==> src/rtl/wdg_magic_kick.sv <==
module wdg_magic_kick #(
  parameter int          DW     = 32,
  parameter int          AW     = 4,
  parameter int          DLY_W  = 5,
  parameter int          EN_BIT = 31,
  parameter logic [31:0] KEY_A  = 32'hABCD1234,
  parameter logic [31:0] KEY_B  = 32'h4321DCBA
) (
  input  logic          clk,
  input  logic          hard_rst_n,
  input  logic          sys_rst_n,
  input  logic          user_rst_n,
  input  logic          bus_sel,
  input  logic          bus_wr,
  input  logic [AW-1:0] bus_addr,
  input  logic [DW-1:0] bus_wdata,
  output logic [DW-1:0] bus_rdata,
  output logic          rst_req
);
  localparam int CNT_W = (1 << DLY_W) + 1;
  localparam logic [CNT_W-1:0] ONE = 1;
  localparam logic [AW-1:0] A_CMD = 0, A_CFG = 4, A_SVA = 8, A_SVB = 12;
  localparam logic [2:0] C_TMO = 3'd1, C_KICK = 3'd2, C_SOFT = 3'd3, C_USER = 3'd4;

  logic             cfg_en, running, armed;
  logic [DLY_W-1:0] cfg_dly, act_dly;
  logic [CNT_W-1:0] cnt, lim;
  logic [2:0]       cause;

  wire wr      = bus_sel & bus_wr;
  wire wr_cmd  = wr && bus_addr == A_CMD && bus_wdata[0];
  wire wr_cfg  = wr && bus_addr == A_CFG;
  wire wr_sva  = wr && bus_addr == A_SVA;
  wire wr_svb  = wr && bus_addr == A_SVB;
  wire sva_bad = wr_sva && bus_wdata != KEY_A;
  wire svb_ok  = wr_svb && armed && bus_wdata == KEY_B;
  wire kick_bad = sva_bad | (wr_svb & ~svb_ok);
  wire start   = wr_cfg && bus_wdata[EN_BIT] && !running;

  assign lim = ((ONE << act_dly) << 1) - ONE;

  wire expire  = running && cnt == lim && !svb_ok;
  wire issue   = !rst_req && (wr_cmd || kick_bad || expire);
  wire restart = svb_ok || expire || start;
  wire [2:0] new_cause = wr_cmd ? C_SOFT : (kick_bad ? C_KICK : C_TMO);

  always_ff @(posedge clk or negedge hard_rst_n) begin
    if (!hard_rst_n) begin
      cfg_en <= 1'b0; cfg_dly <= '0; act_dly <= '0; running <= 1'b0;
      armed <= 1'b0; cnt <= '0; rst_req <= 1'b0; cause <= '0;
    end else if (!sys_rst_n || !user_rst_n) begin
      cfg_en <= 1'b0; cfg_dly <= '0; act_dly <= '0; running <= 1'b0;
      armed <= 1'b0; cnt <= '0; rst_req <= 1'b0;
      if (!user_rst_n) cause <= C_USER;
    end else begin
      rst_req <= issue;
      if (issue) cause <= new_cause;
      if (wr_cfg) begin
        cfg_en  <= bus_wdata[EN_BIT];
        cfg_dly <= bus_wdata[DLY_W-1:0];
      end
      if (wr_sva)      armed <= !sva_bad;
      else if (wr_svb) armed <= 1'b0;
      if (wr_cfg && bus_wdata[EN_BIT]) running <= 1'b1;
      else if (svb_ok && !cfg_en)      running <= 1'b0;
      if (restart) begin
        act_dly <= start ? bus_wdata[DLY_W-1:0] : cfg_dly;
        cnt     <= '0;
      end else if (running) begin
        cnt <= cnt + ONE;
      end
    end
  end

  always_comb begin
    bus_rdata = '0;
    case (bus_addr)
      A_CFG: begin
        bus_rdata[EN_BIT]    = cfg_en;
        bus_rdata[DLY_W-1:0] = cfg_dly;
      end
      A_SVA:   bus_rdata[2:0] = cause;
      default: bus_rdata = '0;
    endcase
  end

  wire quiet = hard_rst_n & sys_rst_n & user_rst_n;

  AST_REQ_ONE_CYCLE: assert property (@(posedge clk) disable iff (!quiet)
    rst_req |=> !rst_req);
  AST_SOFT_REQ: assert property (@(posedge clk) disable iff (!quiet)
    (wr_cmd && !rst_req) |=> (rst_req && cause == C_SOFT));
  AST_BAD_KICK: assert property (@(posedge clk) disable iff (!quiet)
    (kick_bad && !wr_cmd && !rst_req) |=> (rst_req && cause == C_KICK));
  AST_NO_IDLE_TMO: assert property (@(posedge clk) disable iff (!quiet)
    (rst_req && cause == C_TMO) |-> $past(running));
  AST_CAUSE_KEEP: assert property (@(posedge clk) disable iff (!hard_rst_n)
    (!rst_req && $past(user_rst_n)) |-> $stable(cause));
  AST_SVC_RESTART: assert property (@(posedge clk) disable iff (!quiet)
    svb_ok |=> cnt == '0);
endmodule

==> config.mk <==
export PLATFORM = sky130hd
export DESIGN_NAME = wdg_magic_kick
export DESIGN_NICKNAME = d
export VERILOG_FILES = /design/src/rtl/wdg_magic_kick.sv
export SDC_FILE = /design/constraint.sdc
export NUM_CORES = 1
export LEC_CHECK = 0
export ABC_CLOCK_PERIOD_IN_PS = 4400
export CORE_MARGIN = 2
export CORE_UTILIZATION = 44
export CTS_BUF_LIST = sky130_fd_sc_hd__clkbuf_16
export CTS_CLUSTER_SIZE = 25
export DETAILED_ROUTE_END_ITERATION = 10
export DONT_BUFFER_PORTS = 1
export GPL_TIMING_DRIVEN = 0
export PLACE_DENSITY = 0.66
export SYNTH_ARGS = -nofsm -noshare
export SYNTH_HDL_FRONTEND = slang
export SYNTH_SLANG_ARGS = --single-unit
export TNS_END_PERCENT = 30
==> constraint.sdc <==
create_clock -name clk -period 4.4 [get_ports clk]
set_input_delay 0.44 -clock clk [delete_from_list [all_inputs] [get_ports clk]]
set_output_delay 0.44 -clock clk [all_outputs]
set_load 0.05 [all_outputs]
---- Yosys cells after proc, flatten, opt, wreduce, memory -nomap -nowiden ----
Index checks and enable logic that the tools add are counted.
word-level totals
  register bits ........................... 50
  input port bits ......................... 42
  output and inout port bits .............. 33
  word-level logic and storage cells ...... 81
operators by class
  add/subtract/negate cells ............... 2
  equality and inequality tests ........... 7
  shifts and indexed selects .............. 1
  mux-type cells .......................... 25
  bitwise logic cells ..................... 4
  reduce and logical (&&, ||, !) cells .... 34
operators with widths
  kind                     count
  $mux W33                 3
  $add A33 B1 Y33 const B  1
  $eq A33 B33 Y1           1
  $sub A33 B1 Y33 const B  1
  $eq A32 B31 Y1 const B   1
  $ne A32 B32 Y1 const B   1
  $shl A1 B5 Y32 const A   1
  $mux W5                  5
  $logic_and A1 B1 Y1      14
  $mux W1                  10
  $mux W3                  3
  $reduce_bool A3 Y1       3
  $eq A4 B4 Y1 const B     2
  $logic_not A1 Y1         7
  $mux W2                  3
  $pmux W3 S2              1
  $reduce_bool A2 Y1       3
  $logic_or A1 B1 Y1       5
  $eq A4 B3 Y1 const B     1
  $logic_not A4 Y1         1
  $and A1 B1 Y1            2
  $ne A2 B2 Y1 const B     1
  $reduce_and A2 Y1        1
  $not A1 Y1               1
  $or A1 B1 Y1             1

---- Depth between registers and ports, before layout ----
Gate-level depths: netlist (run 1).
  depth after elaboration ................. 12
  mapped depth ............................ 15
  mapped depth without buffers ............ 10

---- Least setup slack after synthesis (run 1) ----
No wires, ideal clock.
  path type ............................... reg-to-reg
  from .................................... reg act_dly[4]
  to ...................................... reg act_dly[1]
  library setup time ...................... 0.127 ns
  arrival time ............................ 3.265 ns
  required time ........................... 4.273 ns
  path slack .............................. 1.008 ns
  stages on the path, launching flop included .. 14
  path buffers ............................ 3
  period minus slack after synthesis ...... 3.392 ns
  path through ............................ dfrtp_1 > buf_2 > clkbuf_1 > nor4_1 > nand2b_1 > ha_1 > and2_1 > o211ai_1 > nand2_1 > xor2_1 > or4_4 > o21ai_1 > buf_4 > mux2_1
between the ends
  cells in the longest elaborated chain, start to end .. 8
RTL lines
  item                               RTL line  source
  start, declared                    26        logic [DLY_W-1:0] cfg_dly, act_dly;
  start signal, assigned             67        act_dly <= start ? bus_wdata[DLY_W-1:0] : cfg_dly;
  $shl A1 B5 Y32                     40        assign lim = ((ONE << act_dly) << 1) - ONE;
  $sub A33 B1 Y33                    40
  $eq A33 B33 Y1                     42        wire expire = running && cnt == lim && !svb_ok;
  $logic_and A1 B1 Y1 (2 in series)  42
  $logic_or A1 B1 Y1 (2 in series)   44        wire restart = svb_ok || expire || start;
  $reduce_bool A2 Y1 (no line)       -
No other way between the ends.
A chain may end at the register's enable or synchronous reset.

---- Worst setup path after layout (run 1) ----
  from .................................... reg act_dly[1]
  to ...................................... reg act_dly[1]
The elaborated chain is that of the path after synthesis.

==> results of run 1 <==
==> worst max-delay path by stage <==
stage	end	depth (start not counted)
floorplan	act_dly[1]	13
global placement	act_dly[1]	13
detailed placement	act_dly[1]	13
CTS	act_dly[1]	13
global route	act_dly[1]	13
finish	act_dly[1]	13
==> final cells by class <==
| type | instances | area [um^2] |
|---|---|---|
| fill | 870 | 4330 |
| multi-input combinational | 394 | 2470 |
| sequential | 50 | 1250 |
| buffer | 59 | 354 |
| tap | 108 | 135 |
| clock buffer | 5 | 125 |
| clock inverter | 3 | 37.5 |
| inverter | 9 | 33.8 |
| timing repair buffer | 1 | 27.5 |
==> synth_stat cells (11+ instances only) <==
| cell | number | share of area [%] |
|---|---|---|
| nor3_1 | 12 | 1.5 |
| o21ai_0 | 12 | 1.5 |
| xnor2_1 | 21 | 4.6 |
| nand3_1 | 26 | 3.2 |
| dfrtp_1 | 50 | 31 |
| nor4_1 | 12 | 1.9 |
| a21oi_1 | 19 | 2.4 |
| buf_4 | 30 | 5.6 |
| nand4_1 | 15 | 2.3 |
| nand2_1 | 34 | 3.2 |
| xor2_1 | 19 | 4.1 |
| clkbuf_1 | 21 | 2.0 |
| and3_1 | 11 | 1.7 |
| nor2_1 | 56 | 5.2 |
==> routing by layer <==
layer  up-vias  part of all wire [%]  wire length (um)  GRT usage, %
met2       133                    45              4620          32.5
met1      1778                    45              4620          30.2
met3        21                   6.9               701          2.88
li1       1769                     -                 -             -
met5         -                     0                 0             0
met4         0                   2.3               235          7.59
==> state kept, by name, summed over array words and instances (netlist names) <==
register	flops
cfg_en	1
running	1
cause	3
cfg_dly	5
act_dly	5
rst_req	1
cnt	33
armed	1
==> power by group through the flow <==
stage	Combinational, mW	Sequential [mW]	Clock, mW
final	0.117	0.462	0.426
after global placement	0.104	0.471	0
after floorplan	0.0967	0.470	0
after detailed placement	0.105	0.471	0
after global routing	0.126	0.462	0.453
after CTS	0.117	0.462	0.435
==> kinds of logic (layout without fill, tap and decap cells) <==
logic type,count (synthesis),after routing,share of synthesized area [%]
simple gates,230,230,31.3
mux,14,14,3.65
other cells,1,26,0.0935
buf+inv,68,77,9.67
compound gates,81,81,14.2
flops,50,50,31.2
xor+xnor,41,41,9.29
fa+ha+maj,2,2,0.624
==> what timing repair did <==
item / 4_1_cts / 5_1_grt
buffers inserted: 0 / 0
endpoints found under the hold margin: 50 / 0
hold buffers: 1 / 0
==> flow_metrics.tcl, run 1 <==
set metrics [dict create \
    status "complete, no violations" \
    min_path_type "input pin to asynchronous set/reset pin" \
    gr-total-overflow 0 \
    utilization_pct 50.6 \
    ys_seq_area_share_pct 31.2 \
    syn_area_mm2 0.00401 \
    setup_viol 0 \
    fin_nets 564 \
    antenna_found_initial 0 \
    drc_errors 0 \
    hold_slack_ps 4.37 \
    grt_pass1_wl_um 16900 \
    slew-limit-headroom_pct 3.59 \
    num_io_pins 75 \
    grt_pass1_vias 3424 \
    path_class "flop to flop" \
    dr.pass1.iters 5 \
    rsz0062_at_grt "false" \
    cpMostUsedCell "clkbuf_1" \
    ys_seq_elements 50 \
    final_cell_count_no_fill 629 \
    ant_nets 0 \
    path_clk_slew_ps 60 \
    die_h_um 99.5 \
    power_switching_uw 247 \
    period_minus_slack_ps 4020 \
    power_density_mw_per_mm2 227 \
    syn_inst 487 \
    antennaDiodeCount 0 \
    final_cell_mix "nor2_1 (56), dfrtp_1 (50), nand2_1 (34), buf_4 (30)" \
    wire_per_inst_um 16.2 \
    path_cells "buf_6, buf_2, clkbuf_1, nand2b_1, ha_1, clkbuf_1, o311ai_0, a221o_1, o211ai_1, nand4b_1, o21ai_1, buf_4, mux2_1" \
    die-area_mm2 0.00990 \
    drt_iter0_drc 324 \
    syn_area_per_cell_um2 8.24 \
    tns_ps 0 \
    r2r.worst_path.cells 13 \
    power.internal_uw 759 \
    arrival_ps 4190 \
    htreeDepth 2 \
    peakVddDrop_mv 0.123 \
    numCtsBuffers 5 \
    cts_tree "yes" \
    clock_path_buffers 2 \
    tightest_slew_ps 1440 \
    cp_slowest_cell "clkbuf_1" \
    r2r-end "act_dly[1]" \
    cp-startpoint "act_dly[1]" \
    startpoint_type "flop" \
    switching_share_pct 24.5 \
    finClkSkew_ps 5.80 \
    cap_viol_max_count 0 \
    gp_congestion 0.949 \
    leakagePower_nw 1.88 \
    power_mw 1.01 \
    preCtsSetupSlack_ps 449 \
    synth_cell_types 68 \
    async_flop_share_pct 100 \
    place_area_mm2 0.00424 \
    max_stage_delay_ps 450 \
    final.setup.worst_slack_ps 379 \
    final_common_cell "nor2_1" \
    track_usage_pct 21.0 \
    syn_to_final_growth_pct 10.4 \
    viasPerCell 5.88 \
    clkLatencyLatePin_ps 290 \
    r2r_setup_slack_ps 380 \
    wirelength_um 10200 \
    final_cell_area_mm2 0.00443 \
    num_vias 3701 \
    p_clk_share_pct 42.4 \
    cp.required_ps 4570 \
    core_region_area_mm2 0.00876 \
    rows 34 \
    cp_max_fo 10 \
    synth_edf_count 0 \
    pwr-share-comb_pct 11.7 \
    cp-end-kind "flop" \
    p_seq_share_pct 46.0 \
    synthFlopType "dfrtp_1" \
    hpwl_um 7750 \
    hold_violations 0 \
    initial_core_util_pct 45.8 \
    path_buf_inv 5 \
    cts_sinks 50 \
    numPortBuffers 0 \
    drv_slew 0 \
    yosys_warnings 0 \
    r2r-start "act_dly[1]" \
    fin_crit_sh_pct 91.4 \
    die_w_um 99.5 \
    grt_start_max_net_pins 51 \
    placed_cells 620 \
    timing.fmax_mhz 249 \
    cts-resized-gates 0 \
    path_delay_family "buffers and inverters" \
    root_buffer "clkbuf_16" \
    drive_gt1_share_pct 10.7 \
]
No activity file was read; power rests on OpenSTA's default activity.
==> run 2: changes to the inputs <==
--- a/config.mk
+++ b/config.mk
@@ -5,7 +5,6 @@
 export SDC_FILE = /design/constraint.sdc
 export NUM_CORES = 1
 export LEC_CHECK = 0
-export ABC_CLOCK_PERIOD_IN_PS = 4400
 export CORE_MARGIN = 2
 export CORE_UTILIZATION = 44
 export CTS_BUF_LIST = sky130_fd_sc_hd__clkbuf_16
==> results of run 2 <==
The final DEF is identical to that of run 1; final timing and power are the same.
==> run 3: changes to the inputs <==
--- a/config.mk
+++ b/config.mk
@@ -5,6 +5,7 @@
 export SDC_FILE = /design/constraint.sdc
 export NUM_CORES = 1
 export LEC_CHECK = 0
+export CORE_ASPECT_RATIO = 0.6
 export CORE_MARGIN = 2
 export CORE_UTILIZATION = 44
 export CTS_BUF_LIST = sky130_fd_sc_hd__clkbuf_16
==> run 3 against run 2 <==
Utilization is 0.49 points higher. Fmax fell by 0.83%. Worst setup slack got worse by 34 ps. Clock skew increased by 3.9 ps. Critical path type unchanged.
==> flow_metrics.tcl, run 3 (synthesis results as in run 1) <==
set metrics [dict create \
    status "complete, no violations" \
    cp-end-kind "flop" \
    wirelength_um 11400 \
    drc_errors 0 \
    timing.fmax_mhz 247 \
    die-area_mm2 0.00992 \
    die_w_um 127 \
    path_clk_slew_ps 70 \
    hold_violations 0 \
    power_density_mw_per_mm2 220 \
    peakVddDrop_mv 0.127 \
    final_cell_count_no_fill 634 \
    max_stage_delay_ps 480 \
    wl_met3_um 1300 \
    final_cell_mix "nor2_1 (56), dfrtp_1 (50), nand2_1 (34), buf_4 (30)" \
    track_usage_pct 23.6 \
    wl_met2_um 4370 \
    clkLatencyLatePin_ps 300 \
    fin_nets 565 \
    drt_iter0_drc 420 \
    path_class "flop to flop" \
    placed_cells 624 \
    final_common_cell "nor2_1" \
    grt_pass1_vias 3365 \
    numCtsBuffers 5 \
    cts_sinks 50 \
    antenna_found_initial 0 \
    drive_gt1_share_pct 11.1 \
    ant_nets 0 \
    drv_slew 0 \
    clock_path_buffers 2 \
    root_buffer "clkbuf_16" \
    cp.required_ps 4570 \
    grt_pass1_wl_um 18400 \
    regMostFlops "cnt" \
    fin_crit_sh_pct 92.1 \
    cap_viol_max_count 0 \
    die_h_um 78.0 \
    syn_to_final_growth_pct 10.5 \
    cp_max_fo 10 \
    dr.pass1.iters 5 \
    gr-total-overflow 0 \
    period_minus_slack_ps 4050 \
    path_cells "clkbuf_1, clkbuf_1, nand3_1, ha_1, and2_1, o21ai_0, a21oi_1, nand4b_1, or4_4, o21ai_1, buf_4, mux2_1" \
    min_path_type "input pin to flop" \
    rsz0062_at_grt "false" \
    grt_start_max_net_pins 51 \
    cp_slowest_cell "or4_4" \
    largestRegisters "cnt x33, act_dly x5, cfg_dly x5" \
    core_region_area_mm2 0.00869 \
    finClkSkew_ps 9.69 \
    met1_length_um 5630 \
    tightest_slew_ps 1440 \
    cts_setup_buffers 0 \
    cts_tree "yes" \
    numPortBuffers 0 \
    leakagePower_nw 1.86 \
    wire_per_inst_um 18.0 \
    gp_congestion 0.988 \
    startpoint_type "flop" \
    initial_core_util_pct 46.2 \
    htreeDepth 2 \
    num_io_pins 75 \
    rows 26 \
    slew-limit-headroom_pct 3.59 \
    arrival_ps 4230 \
    largest_register_ffs 33 \
    path_delay_family "buffers and inverters" \
    num_vias 3809 \
    setup_viol 0 \
    path_buf_inv 3 \
    hpwl_um 8890 \
    cpMostUsedCell "clkbuf_1" \
    tns_ps 0 \
    viasPerCell 6.01 \
    antennaDiodeCount 0 \
    topRoutingLayerUsed "met4" \
]
[run 3: path summary, 6_finish.rpt]
kind                              start         end  slack [ps]  depth (start not counted)
setup reg to reg             act_dly[0]  act_dly[3]         350                         12
hold / removal             bus_wdata[0]  cfg_dly[0]         280                          2
setup / recovery             act_dly[0]  act_dly[3]         350                         12
hold reg to reg                 cnt[32]     cnt[32]         540                          2
min in group asynchronous    hard_rst_n     running         660                          2
max in group asynchronous    hard_rst_n     cnt[31]        3510                          2
[run 3: repair_timing]
item,4_1_cts,5_1_grt
endpoints found under the setup margin,0,1
hold buffers,2,0
endpoints found under the hold margin,50,0
resized for setup,0,1
[run 3: area by class of cell]
class	instances	area, um^2
multi-input cells	394	2470
clock buffers	5	125
flip-flops and latches	50	1250
clock inverters	3	20.0
well taps	112	140
repair buffers	2	37.5
plain buffers	59	354
inverters	9	33.8
fillers	826	4250
[run 3: where the power goes]
part / total, mW / internal, mW / switching (mW)
clock network: 0.395 / 0.211 / 0.184
registers: 0.462 / 0.460 / 0.00127
logic: 0.120 / 0.0344 / 0.0852
[run 3: per-layer routing]
metal,vias to the layer above,global-route usage (%)
met5,-,0
met4,0,4.84
met3,12,6.55
met2,198,28.9
met1,1818,39.1
li1,1781,-
[run 3: per-stage QoR]
stage	instance area [um^2]	total power, mW	util (%)	setup WS (ps)	hold slack [ps]
floorplan	4110	0.567	-	1010	144
global placement	4250	0.575	48.9	370	145
detailed placement	4250	0.576	48.9	265	145
CTS	4430	0.978	51.0	222	276
global route	4440	1.01	51.1	122	282
finish	4440	0.976	51.1	346	277
[run 3: worst register-to-register path, delay by kind of cell (launching register included)]
kind | cells | cell delay, ps
AO/OA/AOI/OAI | 3 | 600
adder cells (fa/ha/maj) | 1 | 350
buffers and inverters | 3 | 1110
flip-flops | 1 | 400
multiplexers | 1 | 370
AND/OR/NAND/NOR | 4 | 1120
